## src/rtl/i2c_rx_master.sv

```systemverilog
module i2c_rx_master #(
  parameter int DIV_W = 8
) (
  input  logic             clk,
  input  logic             rst_n,
  input  logic [DIV_W-1:0] reload_i,
  input  logic             rx_start_i,
  input  logic             ack_start_i,
  input  logic             ack_val_i,
  input  logic             rd_i,
  input  logic             wr_i,
  input  logic [7:0]       wr_data_i,
  input  logic             clr_ov_i,
  input  logic             clr_wcol_i,
  input  logic             sda_i,
  output logic             scl_o,
  output logic             sda_o,
  output logic             rx_busy_o,
  output logic             ack_busy_o,
  output logic [7:0]       rd_data_o,
  output logic             full_o,
  output logic             ov_o,
  output logic             wcol_o,
  output logic             irq_o
);
  localparam int BITS  = 8;
  localparam int HALVES = 2 * BITS;
  localparam int HW    = $clog2(HALVES);

  typedef enum logic [1:0] {IDLE, RX, ACK} mode_t;

  mode_t            mode;
  logic [DIV_W-1:0] cnt;
  logic [HW-1:0]    half;
  logic [BITS-1:0]  shreg;
  logic [BITS-1:0]  buffer;

  wire tick     = (mode != IDLE) && (cnt == '0);
  wire rx_done  = (mode == RX)  && tick && (half == HW'(HALVES - 1));
  wire ack_done = (mode == ACK) && tick && (half == HW'(1));
  wire load     = rx_done && !full_o;

  assign rx_busy_o  = (mode == RX);
  assign ack_busy_o = (mode == ACK);
  assign rd_data_o  = buffer;

  always_ff @(posedge clk or negedge rst_n) begin
    if (!rst_n) begin
      mode  <= IDLE;
      cnt   <= '0;
      half  <= '0;
      scl_o <= 1'b0;
      sda_o <= 1'b1;
      shreg <= '0;
    end else begin
      case (mode)
        IDLE: begin
          if (rx_start_i) begin
            mode  <= RX;
            cnt   <= reload_i;
            half  <= '0;
            sda_o <= 1'b1;
          end else if (ack_start_i) begin
            mode  <= ACK;
            cnt   <= reload_i;
            half  <= '0;
            sda_o <= ack_val_i;
          end
        end
        default: begin
          if (tick) begin
            cnt   <= reload_i;
            half  <= half + 1'b1;
            scl_o <= ~scl_o;
            if (!scl_o && mode == RX)
              shreg <= {shreg[BITS-2:0], sda_i};
            if (rx_done || ack_done) begin
              mode  <= IDLE;
              sda_o <= 1'b1;
            end
          end else begin
            cnt <= cnt - 1'b1;
          end
        end
      endcase
    end
  end

  always_ff @(posedge clk or negedge rst_n) begin
    if (!rst_n) begin
      buffer <= '0;
      full_o <= 1'b0;
      ov_o   <= 1'b0;
      wcol_o <= 1'b0;
      irq_o  <= 1'b0;
    end else begin
      irq_o  <= rx_done;
      full_o <= load | (full_o & ~rd_i);
      ov_o   <= (rx_done & full_o) | (ov_o & ~clr_ov_i);
      wcol_o <= (wr_i & rx_busy_o) | (wcol_o & ~clr_wcol_i);
      if (load)
        buffer <= shreg;
      else if (wr_i && !rx_busy_o)
        buffer <= wr_data_i;
    end
  end
endmodule

```

## config.mk

```make
export PLATFORM = sky130hd
export DESIGN_NAME = i2c_rx_master
export DESIGN_NICKNAME = d
export VERILOG_FILES = /design/src/rtl/i2c_rx_master.sv
export SDC_FILE = /design/constraint.sdc
export NUM_CORES = 1
export LEC_CHECK = 0
export BUFFER_PORTS_ARGS = -buffer_cell sky130_fd_sc_hd__buf_2
export CAP_MARGIN = 20
export CORE_AREA = 3 3 77 65
export DETAILED_ROUTE_END_ITERATION = 10
export DIE_AREA = 0 0 80 68
export PLACE_DENSITY_LB_ADDON = 0.3
export SLEW_MARGIN = 20
export SYNTH_ARGS = -nofsm -noshare
export SYNTH_HDL_FRONTEND = slang
export SYNTH_SLANG_ARGS = --single-unit
```

## constraint.sdc

```tcl
create_clock -name clk -period 4.1 [get_ports clk]
set_input_delay 0.41 -clock clk [delete_from_list [all_inputs] [get_ports clk]]
set_output_delay 0.41 -clock clk [all_outputs]
set_load 0.03 [all_outputs]
```

# Word level (Yosys, flattened, before mapping)
# Index checks and enable logic that the tools add are counted.
# word_totals
romBits	0
input_bits	26
output_inout_bits	16
mem_bits_rw	0
n_memories	0
latch_bits	0
regBits	36
# op_classes
eq_ne	5
n_reduce_logical	22
muxes	20
bitwise	13
add_sub_neg	2
order_cmp	0
n_div	0
n_shift	0
n_mul	0
# op_table
operator	n
$mux W8	6
$mux W4	4
$mux W2	5
$logic_and A1 B1 Y1	8
$logic_not A8 Y1	1
$reduce_bool A2 Y1	4
$sub A8 B1 Y8 const B	1
$reduce_and A3 Y1	2
$and A1 B1 Y1	5
$mux W1	5
$not A1 Y1	5
$add A4 B1 Y4 const B	1
$eq A4 B1 Y1 const B	1
$eq A4 B4 Y1 const B	1
$reduce_and A2 Y1	2
$logic_not A1 Y1	3
$ne A3 B3 Y1 const B	1
$or A1 B1 Y1	3
$eq A2 B1 Y1 const B	1
$eq A2 B2 Y1 const B	1
$logic_not A2 Y1	1
$logic_or A1 B1 Y1	1

# Logic depth before layout (Yosys ltp)
# depth
depth_word	8
mapped_depth	7
mapped_depth_nobuf	6

# Least setup slack after synthesis
# No wires, ideal clock.
# synth_timing
path_type	register -> register
startpoint	reg cnt[0]
endpoint	reg shreg[0]
t_required_ps	3975
period_less_slack_ps	1920
arrival_ps	1796
setup_slack_ps	2180
setup_ps	125
path_stages_with_launch	7
cell_sequence	dfrtp_1 -> inv_1 -> ha_1 -> or3b_2 -> nor2_2 -> nand3b_2 -> mux2_2
# synth_between
elab_chain_len	3
# synth_rtl
item	line	rtl
from (decl)	33	logic [DIV_W-1:0] cnt;
from (signal assigned)	60	cnt <= reload_i;
from (signal assigned)	65	cnt <= reload_i;
from (signal assigned)	72	cnt <= reload_i;
$logic_not A8 Y1	38	wire tick = (mode != IDLE) && (cnt == '0);
$logic_and A1 B1 Y1	38	
$reduce_and A3 Y1 (no line)	--	
to (signal assigned)	76	shreg <= {shreg[BITS-2:0], sda_i};
to (decl)	35	logic [BITS-1:0] shreg;
# No other way between the ends.
# A chain may end at the register's enable or synchronous reset.

# Worst setup path in the final report
# layout_timing
startpoint	reg cnt[0]
endpoint	reg cnt[4]
# layout_between
elab_chain_len	4
elab_cells_between_ends	5
cone_classes	add/sub: 1; mux: 2; reduce/logical: 2
# layout_rtl
item	line	rtl
parallel branches: the longest is 2 deep, another holds $sub A8 B1 Y8	--	
$mux W8 (*)	71	if (tick) begin
$mux W8 (*)	56	case (mode)
# Every way passes the cells marked *.

==> summary.md <==
| Metric | Value |
|---|---|
| Clk slew on worst S/H paths | `70 ps` |
| Post_cts resized | `0` |
| Pre-CTS setup slack | `1954 ps` |
| Area delta synth->final | `20.61%` |
| Cells along the critical path | `inv_1 > ha_1 > nor3b_1 > a21oi_1 > a21oi_1 > o2bb2a_1` |
| Routability congestion estimate from global placement | `0.8364` |
| Synth Instances | `165` |
| Vias per cell | `5.427` |
| Count leader, synth | `dfrtp_1` |
| Compound-Gate Fraction of Synth Area | `0.1866` |
| Commonest cells post-synth | `35 x dfrtp_1, 13 x nand2_1, 11 x inv_1, 11 x o21ai_0, 9 x and2_1` |
| Ys Warns | `0` |
| Synth top area cells | `dfrtp_1 49%, mux2_2 5.0%, a221o_1 4.5%` |
| Die footprint | `0.005440 mm2` |
| Rel. slew slack | `0.3580` |
| Clock Skew | `4.105 ps` |
| First-pass GRT wire length | `6541 um` |
| Synth Area in Adders | `0.02795` |
| Psw | `448.7 uW` |
| Xor-xnor portion of the synthesized cell area | `0.004892` |
| Worst slew pin tran | `963.1 ps` |
| R2R Setup Slk | `1880 ps` |
| DRC violations left | `0` |
| Fin crit share | `0.5418` |
| Worst R2R Start | `cnt[0]$_DFFE_PN0P_` |
| # IOs | `42` |
| Setup violations, final | `0` |
| Drt pass-1 iters | `4` |
| Critical path's most frequent cell | `a21oi_1` |
| EDFF count, synth | `0` |
| Synth cell types | `46` |
| Design Power | `1.228 mW` |
| Clk buf depth | `2` |
| WL per Instance | `14.53 um` |
| Antenna diodes | `0` |
| Number of setup buffers added after CTS | `0` |
| Final Slew Violations | `0` |
| Pin count of the biggest net entering global routing | `37` |
| Sequential cell area | `902.1 um2` |
| Pint | `778.9 uW` |
| GRT overflow | `0` |
| Final ANT Viol Nets | `0` |
| Sink Count | `36` |
| Clock Power Share | `0.252` |
| Synthesized area | `0.001790 mm2` |
| Post-synth top area share | `0.4892` |
| Pwr Density | `568.5 mW/mm2` |
| Arrival time at the worst endpoint | `2400 ps` |
| Max Fclk | `450.2 MHz` |
| Post-DP HPWL | `2823 um` |
| Placed cell area | `0.002048 mm2` |
| Cell taking the most area after synthesis | `dfrtp_1` |
| Total Wirelength | `3880 um` |
| Die Y | `68 um` |
| Critical path class | `flop to flop` |
| WP data required | `4280 ps` |
| Initial drt markers | `138` |
| Mux contribution to synthesized area | `0.06709` |
| Max-cap violations | `0` |
| Main combinational cell family by area after synthesis | `compound AO/OA/AOI/OAI gates` |
| HP Class | `primary input to asynchronous set/reset pin` |
| Slowest Stage Delay on Critical Path | `770 ps` |
| Number of global-route vias before repair | `1307` |
| H-tree depth | `2` |
| Sequential fraction of the synthesis area | `0.5038` |
| Final Hold Vio Count | `0` |
| Synth async-reset ratio | `1.000` |
| Clock buffer count from CTS | `5` |
| Buffers on Ports | `41` |
| Maximum VDD drop | `0.3347 mV` |
| Starting Density | `0.4259` |
| Tot GR Track Use | `0.1630` |
| Register bit total from synthesis | `36` |
| Setup crit start | `cnt[0]$_DFFE_PN0P_` |
| Multi-input logic area | `828.3 um2` |
| Sw Share | `0.3655` |
| Ys flop type | `dfrtp_1` |
| DIE WIDTH | `80 um` |
| Vias | `1449` |
| Core area | `0.004204 mm2` |
| Post-layout min period | `2221 ps` |
| Num rows | `21` |
| Fill count | `402` |
| Critical path's slowest cell | `a21oi_1` |
| Static Leak | `1.024 nW` |
| Skew-Pair Late Insertion Delay | `290 ps` |
| Layout cells sized above 1 | `0.3143` |
| CP Max Fanout | `12` |
| Root buf cell | `clkbuf_8` |
| Unrepaired setup endpoints after global routing | `no` |
| Setup ws final | `1879 ps` |
| Status | `completed` |
| Crit path buffers/inverters | `1` |
| Share of power burned in registers | `0.436` |
| Final instance area | `0.002160 mm2` |
| CP Capture Type | `flop` |
| Synthesized Nets | `195` |
| Proportion of power drawn by combinational gates | `0.313` |
| CTS tree | `built` |
| Initial antenna violation count | `0` |
| Setup TNS | `0 ps` |
| Hold buffers post-CTS | `0` |
| Final nets | `239` |
| Syn Area/Cell | `10.85 um2` |
| Simple-Gate Fraction of Synth Area | `0.1761` |
| Top delay family on crit path | `compound AO/OA/AOI/OAI gates` |
| Crit start category | `flop` |
-- layer usage --
layer / part of all wire / up-vias / track usage / routed length [um]
met4: 0.013 / 0 / 0.05696 / 49
met2: 0.46 / 43 / 0.2273 / 1776
met3: 0.068 / 5 / 0.06053 / 262
li1: - / 700 / - / -
met5: 0 / - / 0 / 0
met1: 0.46 / 701 / 0.2310 / 1791
-- final timing paths --
check | to | cells past startpoint
setup reg to reg | cnt[4]$_DFFE_PN0P_ | 6
setup / recovery | cnt[4]$_DFFE_PN0P_ | 6
min in group clk | full_o$_DFF_PN0_ | 2
max in group asynchronous | mode[0]$_DFFE_PN0P_ | 1
hold reg to reg | half[3]$_DFFE_PN0P_ | 1
hold / removal | cnt[0]$_DFFE_PN0P_ | 1
-- cell type report --
type | count | share of cell area
multi-input combinational | 114 | 0.3835
tap | 57 | 0.03302
inverter | 11 | 0.01912
clock buffer | 5 | 0.03187
timing repair buffer | 41 | 0.09502
sequential | 36 | 0.4177
clock inverter | 3 | 0.01970
-- sequential cells by signal, summed over array words and instances (netlist names) --
signal / flops
full_o: 1
ov_o: 1
cnt: 8
mode: 2
sda_o: 1
rd_data_o: 8
irq_o: 1
wcol_o: 1
shreg: 8
half: 4
scl_o: 1
-- per-stage QoR --
step	util	std cells	hold WS (ps)
floorplan	-	165	114.4
global placement	0.4872	259	443.5
detailed placement	0.4872	259	443.6
CTS	0.5137	267	221.2
global route	0.5137	267	252.2
finish	0.5137	267	191.2
-- cells in the final DEF, fill, tap and decap left out, types with 2 or more instances in the layout --
cell type,synthesis,final
a22oi_1,2,2
nand2_1,13,13
ha_1,4,4
a211oi_1,4,4
nor3_1,3,3
and2_1,9,9
clkbuf_8,0,5
mux2i_1,3,3
dfrtp_1,35,35
nor2b_1,3,3
mux2_2,8,8
a221o_1,8,8
a31oi_1,4,4
nor2_1,5,5
a21oi_1,4,4
nand4_1,2,2
o2bb2a_1,2,2
buf_2,0,41
nand3_1,4,4
a22o_1,2,2
inv_1,11,11
o21ai_0,11,11
-- cells by family after synthesis --
| family | Yosys count |
|---|---|
| XOR/XNOR | 1 |
| flip-flops | 36 |
| buffers and inverters | 15 |
| adder cells (fa/ha/maj) | 4 |
| multiplexers | 11 |
| AO/OA/AOI/OAI | 46 |
| AND/OR/NAND/NOR | 52 |
-- power by group through the flow --
stage / logic (mW) / registers [mW] / clock network [mW]
5_1_grt: 0.426 / 0.552 / 0.340
2_1_floorplan: 0.221 / 0.586 / 0
6_report: 0.384 / 0.535 / 0.309
3_3_place_gp: 0.382 / 0.537 / 0
4_1_cts: 0.388 / 0.533 / 0.318
3_5_place_dp: 0.389 / 0.536 / 0
Note: power is estimated with default switching activity, not from simulation.
